### config.mk
export PLATFORM = sky130hd
export DESIGN_NAME = banked_regfile
export DESIGN_NICKNAME = d
export VERILOG_FILES = /design/src/rtl/brf_pkg.sv /design/src/rtl/brf_bank_ctrl.sv /design/src/rtl/brf_flags.sv /design/src/rtl/brf_storage.sv /design/src/rtl/banked_regfile.sv
export SDC_FILE = /design/constraint.sdc
export NUM_CORES = 1
export LEC_CHECK = 0
export CORE_MARGIN = 4
export CORE_UTILIZATION = 65
export DETAILED_ROUTE_END_ITERATION = 8
export GPL_TIMING_DRIVEN = 0
export PLACE_DENSITY = 0.84
export SLEW_MARGIN = 20
export SYNTH_ARGS = -nofsm -noshare
export SYNTH_HDL_FRONTEND = slang
export SYNTH_HIERARCHICAL = 1
export SYNTH_SLANG_ARGS = --single-unit
### constraint.sdc
create_clock -name clk -period 7.3 [get_ports clk]
set_input_delay 1.095 -clock clk [delete_from_list [all_inputs] [get_ports clk]]
set_output_delay 1.095 -clock clk [all_outputs]
set_load 0.01 [all_outputs]
### src/rtl/brf_pkg.sv
package brf_pkg;
  localparam int DATA_W  = 8;
  localparam int IDX_W   = 4;
  localparam int BANK_W  = 1;
  localparam int FLAG_W  = 3;

  typedef struct packed {
    logic int_en;
    logic carry;
    logic zero;
  } brf_flags_t;

  localparam brf_flags_t FLAGS_CLEAR = '{int_en: 1'b0, carry: 1'b0, zero: 1'b0};
endpackage

### src/rtl/brf_bank_ctrl.sv
module brf_bank_ctrl #(
  parameter int BANK_W = 1
) (
  input  logic              clk,
  input  logic              rst,
  input  logic              cmd,
  input  logic [BANK_W-1:0] pick,
  output logic [BANK_W-1:0] bank
);
  logic [BANK_W-1:0] bank_q;

  always_ff @(posedge clk) begin
    if (rst)      bank_q <= '0;
    else if (cmd) bank_q <= pick;
  end

  assign bank = bank_q;

  AST_BANK_RESET: assert property (@(posedge clk) rst |=> bank == '0);
  AST_BANK_LOAD:  assert property (@(posedge clk) disable iff (rst)
                    cmd |=> bank == $past(pick));
  AST_BANK_HOLD:  assert property (@(posedge clk) disable iff (rst)
                    !cmd |=> $stable(bank));
endmodule

### src/rtl/brf_flags.sv
module brf_flags
  import brf_pkg::*;
(
  input  logic       clk,
  input  logic       rst,
  input  logic       we,
  input  brf_flags_t din,
  output brf_flags_t dout
);
  brf_flags_t flags_q;

  always_ff @(posedge clk) begin
    if (rst)     flags_q <= FLAGS_CLEAR;
    else if (we) flags_q <= din;
  end

  assign dout = flags_q;

  AST_FLAG_RESET: assert property (@(posedge clk) rst |=> dout == FLAGS_CLEAR);
  AST_FLAG_LOAD:  assert property (@(posedge clk) disable iff (rst)
                    we |=> dout == $past(din));
  AST_FLAG_HOLD:  assert property (@(posedge clk) disable iff (rst)
                    !we |=> $stable(dout));
endmodule

### src/rtl/brf_storage.sv
module brf_storage #(
  parameter int DATA_W   = 8,
  parameter int IDX_W    = 4,
  parameter int BANK_W   = 1,
  parameter int RD_PORTS = 2
) (
  input  logic                              clk,
  input  logic                              rst,
  input  logic [BANK_W-1:0]                 bank,
  input  logic                              wr_en,
  input  logic [IDX_W-1:0]                  wr_idx,
  input  logic [DATA_W-1:0]                 wr_data,
  input  logic [RD_PORTS-1:0][IDX_W-1:0]    rd_idx,
  output logic [RD_PORTS-1:0][DATA_W-1:0]   rd_data
);
  localparam int ADDR_W = BANK_W + IDX_W;
  localparam int DEPTH  = 1 << ADDR_W;

  logic [DATA_W-1:0] mem [DEPTH];
  logic [ADDR_W-1:0] waddr;

  assign waddr = {bank, wr_idx};

  always_ff @(posedge clk) begin
    if (wr_en) mem[waddr] <= wr_data;
  end

  for (genvar p = 0; p < RD_PORTS; p++) begin : g_rd
    logic [ADDR_W-1:0] raddr;
    assign raddr      = {bank, rd_idx[p]};
    assign rd_data[p] = mem[raddr];
  end

  AST_WR_LANDS: assert property (@(posedge clk) disable iff (rst)
                  wr_en |=> mem[$past(waddr)] == $past(wr_data));
endmodule

### src/rtl/banked_regfile.sv
module banked_regfile
  import brf_pkg::*;
(
  input  logic              clk,
  input  logic              rst,
  input  logic [IDX_W-1:0]  rd_a_idx,
  output logic [DATA_W-1:0] rd_a_data,
  input  logic [IDX_W-1:0]  rd_b_idx,
  output logic [DATA_W-1:0] rd_b_data,
  input  logic              wr_en,
  input  logic [IDX_W-1:0]  wr_idx,
  input  logic [DATA_W-1:0] wr_data,
  input  logic              bank_cmd,
  input  logic [BANK_W-1:0] bank_pick,
  output logic [BANK_W-1:0] cur_bank,
  input  logic              flag_we,
  input  logic [FLAG_W-1:0] flag_in,
  output logic [FLAG_W-1:0] flags
);
  localparam int RD_PORTS = 2;

  logic [BANK_W-1:0]                 bank_w;
  logic [RD_PORTS-1:0][IDX_W-1:0]    rd_idx_w;
  logic [RD_PORTS-1:0][DATA_W-1:0]   rd_data_w;
  brf_flags_t                        flags_w;

  brf_bank_ctrl #(.BANK_W(BANK_W)) u_bank (
    .clk  (clk),
    .rst  (rst),
    .cmd  (bank_cmd),
    .pick (bank_pick),
    .bank (bank_w)
  );

  assign rd_idx_w = {rd_b_idx, rd_a_idx};

  brf_storage #(
    .DATA_W   (DATA_W),
    .IDX_W    (IDX_W),
    .BANK_W   (BANK_W),
    .RD_PORTS (RD_PORTS)
  ) u_store (
    .clk     (clk),
    .rst     (rst),
    .bank    (bank_w),
    .wr_en   (wr_en),
    .wr_idx  (wr_idx),
    .wr_data (wr_data),
    .rd_idx  (rd_idx_w),
    .rd_data (rd_data_w)
  );

  brf_flags u_flags (
    .clk  (clk),
    .rst  (rst),
    .we   (flag_we),
    .din  (brf_flags_t'(flag_in)),
    .dout (flags_w)
  );

  assign rd_a_data = rd_data_w[0];
  assign rd_b_data = rd_data_w[1];
  assign cur_bank  = bank_w;
  assign flags     = flags_w;

  AST_BANK_KEEPS_FLAGS: assert property (@(posedge clk) disable iff (rst)
                          (bank_cmd && !flag_we) |=> $stable(flags));
  AST_READ_STABLE: assert property (@(posedge clk) disable iff (rst)
                     (!wr_en && !bank_cmd) ##1 $stable(rd_a_idx) |-> $stable(rd_a_data));
  AST_SAME_PORT_AGREE: assert property (@(posedge clk) disable iff (rst)
                         (rd_a_idx == rd_b_idx) |-> (rd_a_data == rd_b_data));
endmodule

# Yosys cells after proc, flatten, opt, wreduce, memory -nomap -nowiden

Memory sizes are Yosys's and may differ from the RTL's.
Cells that the tools add are included.

Memories kept: 1
Bits in writable memories: 256
Bits in registers: 4
Output and inout bits: 20
Bits of input ports: 29

Mux-type cells: 2

Memory list:

| memory      | depth | width | rd ports | clocked after memory_dff | wr ports | RTL line          | text |
|---|---|---|---|---|---|---|---|
| u_store.mem | 32    | 8     | 2        | 0                        | 1        | brf_storage.sv:19 | `logic [DATA_W-1:0] mem [DEPTH];` |

Operator list:

| cell              | count |
|---|---|
| 1-bit two-way mux | 2 |

# Logic depth before layout (Yosys ltp)

Word-level depth: 2
Gate-level depth with buffers: 5
Gate-level depth less buffers: 3

# Cells and area by module

The synthesis kept the hierarchy.

By module, submodules not included:

| module        | area each (um^2) | seq. area each (um^2) | instances | cells an instance |
|---|---|---|---|---|
| brf_storage   | 11887.7          | 7687.4                | 1         | 516 |
| brf_flags     | 101.3            | 60.1                  | 1         | 9 |
| brf_bank_ctrl | 33.8             | 20.0                  | 1         | 3 |

# Worst setup path after synthesis

OpenSTA, ideal clock, no wires.

Path type: input -> output
Start: in rd_a_idx[2]
End: out rd_a_data[0]
Path slack: 3.388 ns
Buffers on the path: 2
Data required time: 6.205 ns
Arrival time: 2.817 ns
Stages on the path: 5
Cells stage by stage: clkbuf_1 buf_1 mux4_2 mux4_2 mux2_2

Word-level cells in the longest chain between the ends: 1

Ends and longest elaborated chain:

| what               | RTL line            | text |
|---|---|---|
| start: declaration | banked_regfile.sv:6 | `input logic [IDX_W-1:0] rd_a_idx,` |
| memory 32 x 8 bit  | -                   |  |
| end: declaration   | banked_regfile.sv:7 | `output logic [DATA_W-1:0] rd_a_data,` |

Every way passes these cells.

# Worst setup path after layout

Start: in rd_b_idx[2]
End: out rd_b_data[4]

Word-level cells in the longest chain between the ends: 1

Ends and longest elaborated chain:

| what               | RTL line            | text |
|---|---|---|
| start: declaration | banked_regfile.sv:8 | `input logic [IDX_W-1:0] rd_b_idx,` |
| memory 32 x 8 bit  | -                   |  |
| end: declaration   | banked_regfile.sv:9 | `output logic [DATA_W-1:0] rd_b_data,` |

Every way passes these cells.

==> run_results.csv <==
group,metric,value,unit
floorplanning,die_area,20700,sq um
place,place_area,12700,sq um
grt,grt_pass1_vias,6718,
power_and_ir_drop,power.density,252,nW/um^2
clocking,cts_hold_buffers,0,
synthesis,synth_edf_count,256,
power_and_ir_drop,p_sw_frac,0.215,
synthesis,synth_top_area_cell,"edfxtp_1",
routing,post_drt_wl_per_cell,38.7,microns
final_layout,post-route-util,0.753,
power_and_ir_drop,intPower,2.69,mW
synthesis,yosys.cell_types.count,16,
sta,layout_min_cycle_time,5.31,ns
floorplanning,pin_count,49,
sta,finalCritPeriodShare,0.728,
place,place_ws,2.05,ns
routing,viasPerCell,8.02,
power_and_ir_drop,p_total,3.43,mW
routing,routed_wl,32.7,mm
clocking,post-cts-setup-buffers,0,
run,maxCapViolations,0,
critical_path,path_max_fanout,10,
synthesis,syn_nets,557,
synthesis,ys_warn_count,6,
synthesis,synth.top_cell.area_share,0.639,
critical_path,startpoint_type,"primary input",
routing,ant_nets,0,
synthesis,syn_area,12000,sq um
sta,rsz0062_at_grt,"false",
floorplanning,die_h,144,microns
final_layout,areaGrowthSynthToFinish,13.2,%
critical_path,critical_path.cell_chain,"clkbuf_1 > buf_1 > mux4_2 > mux4_2 > mux2_2 > clkdlybuf4s50_1",
clocking,cts_tree,"done",
floorplanning,rows,49,
sta,layout_setup_ws,1.99,ns
place,dp.cells,797,
critical_path,worstPathRequired,6.20,ns
critical_path,crit_type,"in2out",
clocking,cts_buffers,26,
critical_path,crit_path_frequent_cell,"mux4_2",
clocking,max-clock-path-buffers,3,
floorplanning,coreArea,18100,sq um
clocking,h-tree-depth,1,
final_layout,postLayoutCellArea,13600,sq um
place,place_congestion,0.961,
sta,fin_hold_ws,0.509,ns
power_and_ir_drop,switchingPower,738,uW
clocking,cts.sinks,260,
routing,vias,6777,
final_layout,diodes,0,
routing,drtIter0Drc,925,
synthesis,synth.area.top_cells,"edfxtp_1 64%, mux4_2 30%, mux2_2 1.5%",
final_layout,drive_gt1_frac,0.398,
grt,antenna_found_initial,1,
floorplanning,dieWidth,144,microns
status,status,"complete, no violations",
clocking,clkTransAtPathRegs,0.06,ns
synthesis,ys_top_cells_by_count,"256 x edfxtp_1, 160 x mux4_2, 37 x nor2_1",
critical_path,max_stage_delay,0.85,ns
sta,finClkSkew,0.0233,ns
critical_path,worst_ep_arrival_time,4.22,ns
final_layout,final_cells,845,
sta,maxSlewHeadroom,0.272,
critical_path,slowest_stage,"buf_1",
grt,overflow,0,
critical_path,path_buf_inv,3,
synthesis,syn_avg_cell_area,22.8,sq um
clocking,cts_resized,0,
power_and_ir_drop,seqPwrFrac,0.483,
routing,drc,0,
synthesis,synth-main-ff-cell,"edfxtp_1",
hold_path,hold_class,"reg2reg",
synthesis,synthCells,528,
grt,grt_first_pass_wirelength,47.2,mm
power_and_ir_drop,peakVddDrop,0.328,mV
clocking,root_buffer,"clkbuf_16",
synthesis,seq_area_frac_synth,0.646,
critical_path,crit_family,"buffers and inverters",
grt,grt_max_degree,33,
routing,first_pass_iters,5,
critical_path,crit_path_end_kind,"output port",
sta,fmax,188,MHz
power_and_ir_drop,clkPwrFrac,0.426,
grt,grt_use_total,0.331,
final_layout,fill_cells,937,
sta,setup_viol,0,
synthesis,yosysMostFrequentCell,"edfxtp_1",
sta,hold_viol_final,0,
floorplanning,initial_core_util,0.665,
synthesis,async_flop_share,0,
place,dp_hpwl,21.7,mm
synthesis,synth-seq-cells,260,
clocking,worstSkewPairLatency,0.54,ns
power_and_ir_drop,p_comb_frac,0.091,
power_and_ir_drop,leakage,4.22,nW
sta,drv_slew,0,
sta,finalSetupTns,0,ns
final_layout,fin_nets,625,
place,portBuffers,40,
sta,tightestPinTransition,1.09,ns
kinds of logic after synthesis:
kind of cell | count (synthesis) | synth area share
buf+inv | 39 | 0.0174
simple gates | 49 | 0.0185
mux | 180 | 0.318
flops | 260 | 0.646
final timing paths:
check | to | slack, ns | startpoint | depth (start not counted)
hold / removal | u_flags/dout[1] | 0.51 | u_flags/dout[1] | 2
setup / recovery | rd_b_data[4] | 1.99 | rd_b_idx[2] | 6
setup reg to reg | u_store/mem[30][7] | 4.15 | u_bank/bank | 4
hold reg to reg | u_flags/dout[1] | 0.51 | u_flags/dout[1] | 2
power by group through the flow:
| stage | Sequential [mW] | Clock (mW) | Combinational (mW) |
|---|---|---|---|
| floorplan | 1.69 | 0 | 0.176 |
| global placement | 1.69 | 0 | 0.298 |
| detailed placement | 1.69 | 0 | 0.306 |
| CTS | 1.66 | 1.47 | 0.309 |
| global route | 1.66 | 1.54 | 0.322 |
| finish | 1.66 | 1.46 | 0.312 |
worst min-delay path, delay by kind of cell, from the launching register on:
kind             cells  cell delay, ns
flip-flops           1            0.33
multiplexers         1            0.07
AND/OR/NAND/NOR      1            0.07
sequential cells by signal, summed over array words and instances (netlist names):
name	count
u_store/mem	256
u_flags/dout	3
u_bank/bank	1
placed cells by master, fill, tap and decap left out, drive strengths merged:
cell type,netlist,routed
mux2i,4,4
dfxtp,4,4
nand2,1,1
clkinvlp,0,1
nand3b,5,5
edfxtp,256,256
mux4,160,160
or3,1,1
clkdlybuf4s50,0,32
clkinv,0,11
or3b,3,3
clkbuf,6,35
bufinv,0,6
mux2,16,16
nand3,2,2
nor2,37,37
buf,33,41
inv,0,1
layer usage:
metal  up-vias  GRT usage  routed length (microns)
met5         -          0                        7
met4         2     0.0981                     1260
met3        88     0.0923                     4330
met2       636      0.529                    16100
met1      3573      0.460                    11000
li1       2478          -                        -
layout make-up:
class	instances	area (sq um)	share of cell area
sequential	260	7770	0.570
tap	229	287	0.0210
timing repair buffer	40	360	0.0265
multi-input combinational	229	4050	0.297
clock buffer	29	693	0.0509
buffer	39	209	0.0153
clock inverter	19	253	0.0186
Note: power is estimated with default switching activity, not from simulation.
